File: config.mk
export PLATFORM = sky130hd
export DESIGN_NAME = driver_supervisor
export DESIGN_NICKNAME = d
export VERILOG_FILES = /design/src/rtl/sup_pkg.sv /design/src/rtl/sup_wake_timer.sv /design/src/rtl/sup_flag_filter.sv /design/src/rtl/driver_supervisor.sv
export SDC_FILE = /design/constraint.sdc
export NUM_CORES = 1
export LEC_CHECK = 0
export ABC_AREA = 1
export BUFFER_PORTS_ARGS = -buffer_cell sky130_fd_sc_hd__buf_2
export CAP_MARGIN = 20
export CORE_UTILIZATION = 53
export DETAILED_ROUTE_END_ITERATION = 6
export HOLD_SLACK_MARGIN = 0.06
export PLACE_DENSITY = 0.86
export RECOVER_POWER = 50
export SYNTH_ARGS = -nofsm -noshare
export SYNTH_HDL_FRONTEND = slang
export SYNTH_HIERARCHICAL = 1
export SYNTH_SLANG_ARGS = --single-unit
File: constraint.sdc
create_clock -name clk -period 3.5 [get_ports clk]
set_input_delay 0.7 -clock clk [delete_from_list [all_inputs] [get_ports clk]]
set_output_delay 0.7 -clock clk [all_outputs]
set_load 0.005 [all_outputs]
File: src/rtl/sup_pkg.sv
package sup_pkg;

    typedef struct packed {
        logic ot_fault;
        logic uv_fault;
        logic standby;
    } sup_status_t;

    localparam int NUM_FLAGS = 2;
    localparam int FLAG_UV   = 0;
    localparam int FLAG_OT   = 1;

    function automatic int cnt_width(input int limit);
        return (limit < 2) ? 1 : $clog2(limit + 1);
    endfunction

endpackage

File: src/rtl/sup_wake_timer.sv
module sup_wake_timer
    import sup_pkg::*;
#(
    parameter int SETTLE_CYC = 200
) (
    input  logic clk,
    input  logic rst,
    input  logic all_low_i,
    output logic standby_o,
    output logic armed_o
);
    localparam int CW = cnt_width(SETTLE_CYC);
    localparam logic [CW-1:0] LAST = CW'(SETTLE_CYC - 1);

    logic [CW-1:0] cnt_q;

    always_ff @(posedge clk) begin
        if (rst) begin
            standby_o <= 1'b1;
            armed_o   <= 1'b0;
            cnt_q     <= '0;
        end else if (all_low_i) begin
            standby_o <= 1'b1;
            armed_o   <= 1'b0;
            cnt_q     <= '0;
        end else begin
            standby_o <= 1'b0;
            if (!armed_o) begin
                if (cnt_q == LAST) armed_o <= 1'b1;
                else               cnt_q   <= cnt_q + 1'b1;
            end
        end
    end

    // protection is never armed while asleep
    assert_sleep_disarm_R3: assert property (@(posedge clk) disable iff (rst)
        standby_o |-> !armed_o);

    // arming only happens in the awake state
    assert_arm_awake_R4: assert property (@(posedge clk) disable iff (rst)
        $rose(armed_o) |-> !standby_o);

endmodule

File: src/rtl/sup_flag_filter.sv
module sup_flag_filter
    import sup_pkg::*;
#(
    parameter int FILT_CYC = 4
) (
    input  logic clk,
    input  logic rst,
    input  logic en_i,
    input  logic flag_i,
    output logic fault_o
);
    localparam int CW = cnt_width(FILT_CYC);
    localparam logic [CW-1:0] LAST = CW'(FILT_CYC - 1);

    logic [CW-1:0] cnt_q;

    always_ff @(posedge clk) begin
        if (rst || !en_i) begin
            cnt_q   <= '0;
            fault_o <= 1'b0;
        end else if (flag_i != fault_o) begin
            if (cnt_q == LAST) begin
                fault_o <= flag_i;
                cnt_q   <= '0;
            end else begin
                cnt_q <= cnt_q + 1'b1;
            end
        end else begin
            cnt_q <= '0;
        end
    end

    // a trip needs an armed, asserted flag on the tripping edge
    assert_trip_needs_flag_R5: assert property (@(posedge clk) disable iff (rst)
        $rose(fault_o) |-> $past(flag_i && en_i));

    // a release needs a low flag or a disarm on the releasing edge
    assert_release_needs_clear_R7: assert property (@(posedge clk) disable iff (rst)
        $fell(fault_o) |-> $past(!flag_i || !en_i));

endmodule

File: src/rtl/driver_supervisor.sv
module driver_supervisor
    import sup_pkg::*;
#(
    parameter int NUM_CH    = 6,
    parameter int IN_PER_CH = 2,
    parameter int NUM_CUR   = 2,
    parameter int CLK_MHZ   = 100,
    parameter int SETTLE_US = 2,
    parameter int FILT_CYC  = 4
) (
    input  logic                        clk,
    input  logic                        rst,
    input  logic [NUM_CH*IN_PER_CH-1:0] ctl_in,
    input  logic                        cur_sel,
    input  logic                        uv_flag,
    input  logic                        ot_flag,
    output logic                        standby,
    output logic                        force_off,
    output logic [NUM_CUR-1:0]          cur_mode_en,
    output logic [2:0]                  status
);
    localparam int SETTLE_CYC = CLK_MHZ * SETTLE_US;

    logic                 all_low;
    logic                 armed;
    logic                 prot_en;
    logic                 sel_q;
    logic [NUM_FLAGS-1:0] flags;
    logic [NUM_FLAGS-1:0] faults;
    sup_status_t          stat;

    assign all_low = ~|ctl_in;

    sup_wake_timer #(.SETTLE_CYC(SETTLE_CYC)) u_wake (
        .clk       (clk),
        .rst       (rst),
        .all_low_i (all_low),
        .standby_o (standby),
        .armed_o   (armed)
    );

    // Disarm on the same edge that sleep begins
    assign prot_en = armed & ~all_low;

    assign flags[FLAG_UV] = uv_flag;
    assign flags[FLAG_OT] = ot_flag;

    for (genvar f = 0; f < NUM_FLAGS; f++) begin : g_filt
        sup_flag_filter #(.FILT_CYC(FILT_CYC)) u_filt (
            .clk     (clk),
            .rst     (rst),
            .en_i    (prot_en),
            .flag_i  (flags[f]),
            .fault_o (faults[f])
        );
    end

    assign force_off = |faults;

    always_ff @(posedge clk) begin
        if (rst) sel_q <= 1'b0;
        else     sel_q <= cur_sel;
    end

    for (genvar c = 0; c < NUM_CUR; c++) begin : g_cur
        assign cur_mode_en[c] = sel_q & ~standby & ~force_off;
    end

    always_comb begin
        stat.standby  = standby;
        stat.uv_fault = faults[FLAG_UV];
        stat.ot_fault = faults[FLAG_OT];
    end
    assign status = stat;

    // asleep implies no shut-off from protection
    assert_asleep_no_fault_R3: assert property (@(posedge clk) disable iff (rst)
        standby |-> !force_off);

    // current mode only follows a previously sampled select
    assert_cur_follows_sel_R10: assert property (@(posedge clk) disable iff (rst)
        cur_mode_en[0] |-> $past(cur_sel));

endmodule

==> flow_summary.json <==
{
  "clock_path_buffers": 2,
  "ys_types": 20,
  "fillCellCount": 163,
  "gp_congestion": 0.880,
  "finalSetupViolCount": 0,
  "fin_crit_sh": 0.555,
  "cts_tree": "yes",
  "numCtsBuffers": 3,
  "synth_cells": 146,
  "final_cell_mix": "nand2_1 (35), nor2_1 (33), buf_2 (22)",
  "cts_root_buffer": "clkbuf_4",
  "yosysWarnings": 6,
  "cts_setup_buffers": 0,
  "r2r-start": "u_wake/cnt_q[0]",
  "skew_ns": 0.0115,
  "clk_pin_slew_ns": 0.12,
  "worst_hold_path_type": "reg2reg",
  "core_sq_um": 1760,
  "cp-end-kind": "primary output",
  "ant_nets": 0,
  "final_common_cell": "nand2_1",
  "worst_setup_path_start_kind": "flip-flop",
  "multi_input_area_sq_um": 515,
  "grt-ovfl-total": 0,
  "async_reset_ff_frac": 0,
  "rsz0062_at_grt": "no",
  "htree_levels": 1,
  "hold_start": "g_filt[1].u_filt/cnt_q[0]",
  "portBuffers": 23,
  "dp_slack_ns": 1.67,
  "grt_antenna_before_repair": 0,
  "syn-num-nets": 169,
  "grt_pass1_wl_microns": 3200,
  "nNetsFinal": 195,
  "fin_ws_ns": 1.56,
  "finalCriticalPeriod_ns": 1.94,
  "ys.flop_type": "dfxtp_1",
  "p_leak_nw": 0.548,
  "seqCellArea_sq_um": 380,
  "synth_seq_cells": 19,
  "boundaryPins": 24,
  "tightest_slew_ns": 0.567,
  "route.met3.wl_microns": 106,
  "critPathKind": "reg2out",
  "num_vias": 938,
  "powerDensity_nw_per_um2": 318,
  "wl_met2_microns": 974,
  "netlist_area_sq_um": 1010,
  "grt_pass1_vias": 808,
  "die_h_microns": 45.6,
  "grt_max_degree": 13,
  "holdBufCountCts": 0,
  "insertedDiodeCount": 0,
  "cts.sinks": 19,
  "drc": 0,
  "hold_viol": 0,
  "max-slew-margin-rel": 0.620,
  "grtUsageTotal": 0.225,
  "vias_per_cell": 4.79,
  "routedWlPerCell_microns": 10.3,
  "drt-met1-wl_microns": 895,
  "status": "finished, final reports clean",
  "post_cts_resized": 0,
  "startpoint": "g_filt[0].u_filt/fault_o",
  "routed_wl_microns": 2030,
  "num_rows": 15,
  "synth_edf_count": 0,
  "synth_seq_area_share": 0.377,
  "crit_required_ns": 2.80,
  "layout.cells.non_filler": 196,
  "dpl.cell_count": 192,
  "finalMaxSlewViolations": 0,
  "arrival_ns": 1.24,
  "drive_gt1_frac": 0.211,
  "initial_core_util": 0.572,
  "fmax_mhz": 515,
  "highest_layer": "met4",
  "maxCapViolations": 0,
  "die-area_sq_um": 2080,
  "drt_iter0_drc": 10,
  "synth.avg_cell_area_sq_um": 6.91,
  "vdd_drop_max_uv": 283,
  "fin_tns_setup_ns": 0,
  "dr.pass1.iters": 4,
  "clk_latency_ns": 0.31,
  "die_w_microns": 45.6,
  "syn_to_final_growth_pct": 14.4,
  "critPathMaxFanout": 5,
  "place.detailed.hpwl_microns": 1540
}
## where the power goes
group | switching (W) | internal [W] | leakage (nW)
Clock | 0.0000709 | 0.0000437 | 0.0139
Combinational | 0.0000140 | 0.0000137 | 0.380
Sequential | 0.00000470 | 0.000220 | 0.154
## layer usage
metal | up-vias | track usage
li1 | 490 | -
met1 | 415 | 0.249
met2 | 26 | 0.380
met3 | 7 | 0.0714
met4 | 0 | 0.115
met5 | - | 0
## cell families (layout without fill, tap and decap cells)
kind of cell / count (synthesis) / in the layout / share of synthesized area
AOI/OAI and AO/OA: 6 / 6 / 0.0298
xor gates and xnor gates: 3 / 3 / 0.0261
adders and majority gates: 6 / 6 / 0.0744
buffers and inverters: 24 / 49 / 0.0968
DFF: 19 / 19 / 0.377
and+or+nand+nor: 88 / 88 / 0.396
## final cells by class
cell class              count  area share
flip-flops and latches     19       0.330
well taps                  25      0.0271
clock buffers               3      0.0195
repair buffers             23      0.0987
multi-input cells         103       0.447
clock inverters             1     0.00651
inverters                  22      0.0716
## worst max-delay path: stages (launching register included)
cell     delay, ns
dfxtp_1       0.37
or2_4         0.25
nor3b_2       0.17
buf_2         0.14
## flip-flops by register name (all words and copies together) (netlist names)
register               count
u_wake/armed_o             1
sel_q                      1
u_wake/cnt_q               8
g_filt.u_filt/cnt_q        6
g_filt.u_filt/fault_o      2
u_wake/standby_o           1
## worst paths after layout
kind	to	slack (ns)	cells past startpoint
worst max-delay path	cur_mode_en[1]	1.56	3
worst min-delay path	g_filt[1].u_filt/cnt_q[0]	0.42	1
worst max register to register	u_wake/cnt_q[0]	1.96	7
worst min register to register	g_filt[1].u_filt/cnt_q[0]	0.42	1
## stage by stage
stage / hold WS, ns / power [W] / utilization / cell area, sq um
after CTS: 0.428 / 0.000370 / 0.663 / 1170
after detailed placement: 0.411 / 0.000258 / 0.646 / 1140
after global placement: 0.405 / 0.000256 / 0.646 / 1140
after global routing: 0.446 / 0.000381 / 0.654 / 1150
final: 0.424 / 0.000367 / 0.654 / 1150
after floorplan: 0.397 / 0.000244 / - / 1010
## cell usage after synthesis (2+ instances only)
cell	n	area share
nand2_1	34	0.13
xor2_1	3	0.026
a21oi_1	5	0.025
nand4_1	2	0.012
nor2_1	30	0.11
buf_4	2	0.015
inv_1	19	0.071
dfxtp_1	19	0.38
ha_1	6	0.074
nor2_2	3	0.019
nor3b_1	2	0.015
inv_2	2	0.0074
nand2_2	6	0.037
and2_1	2	0.012
nand3_1	6	0.030
No activity file was read; power rests on OpenSTA's default activity.
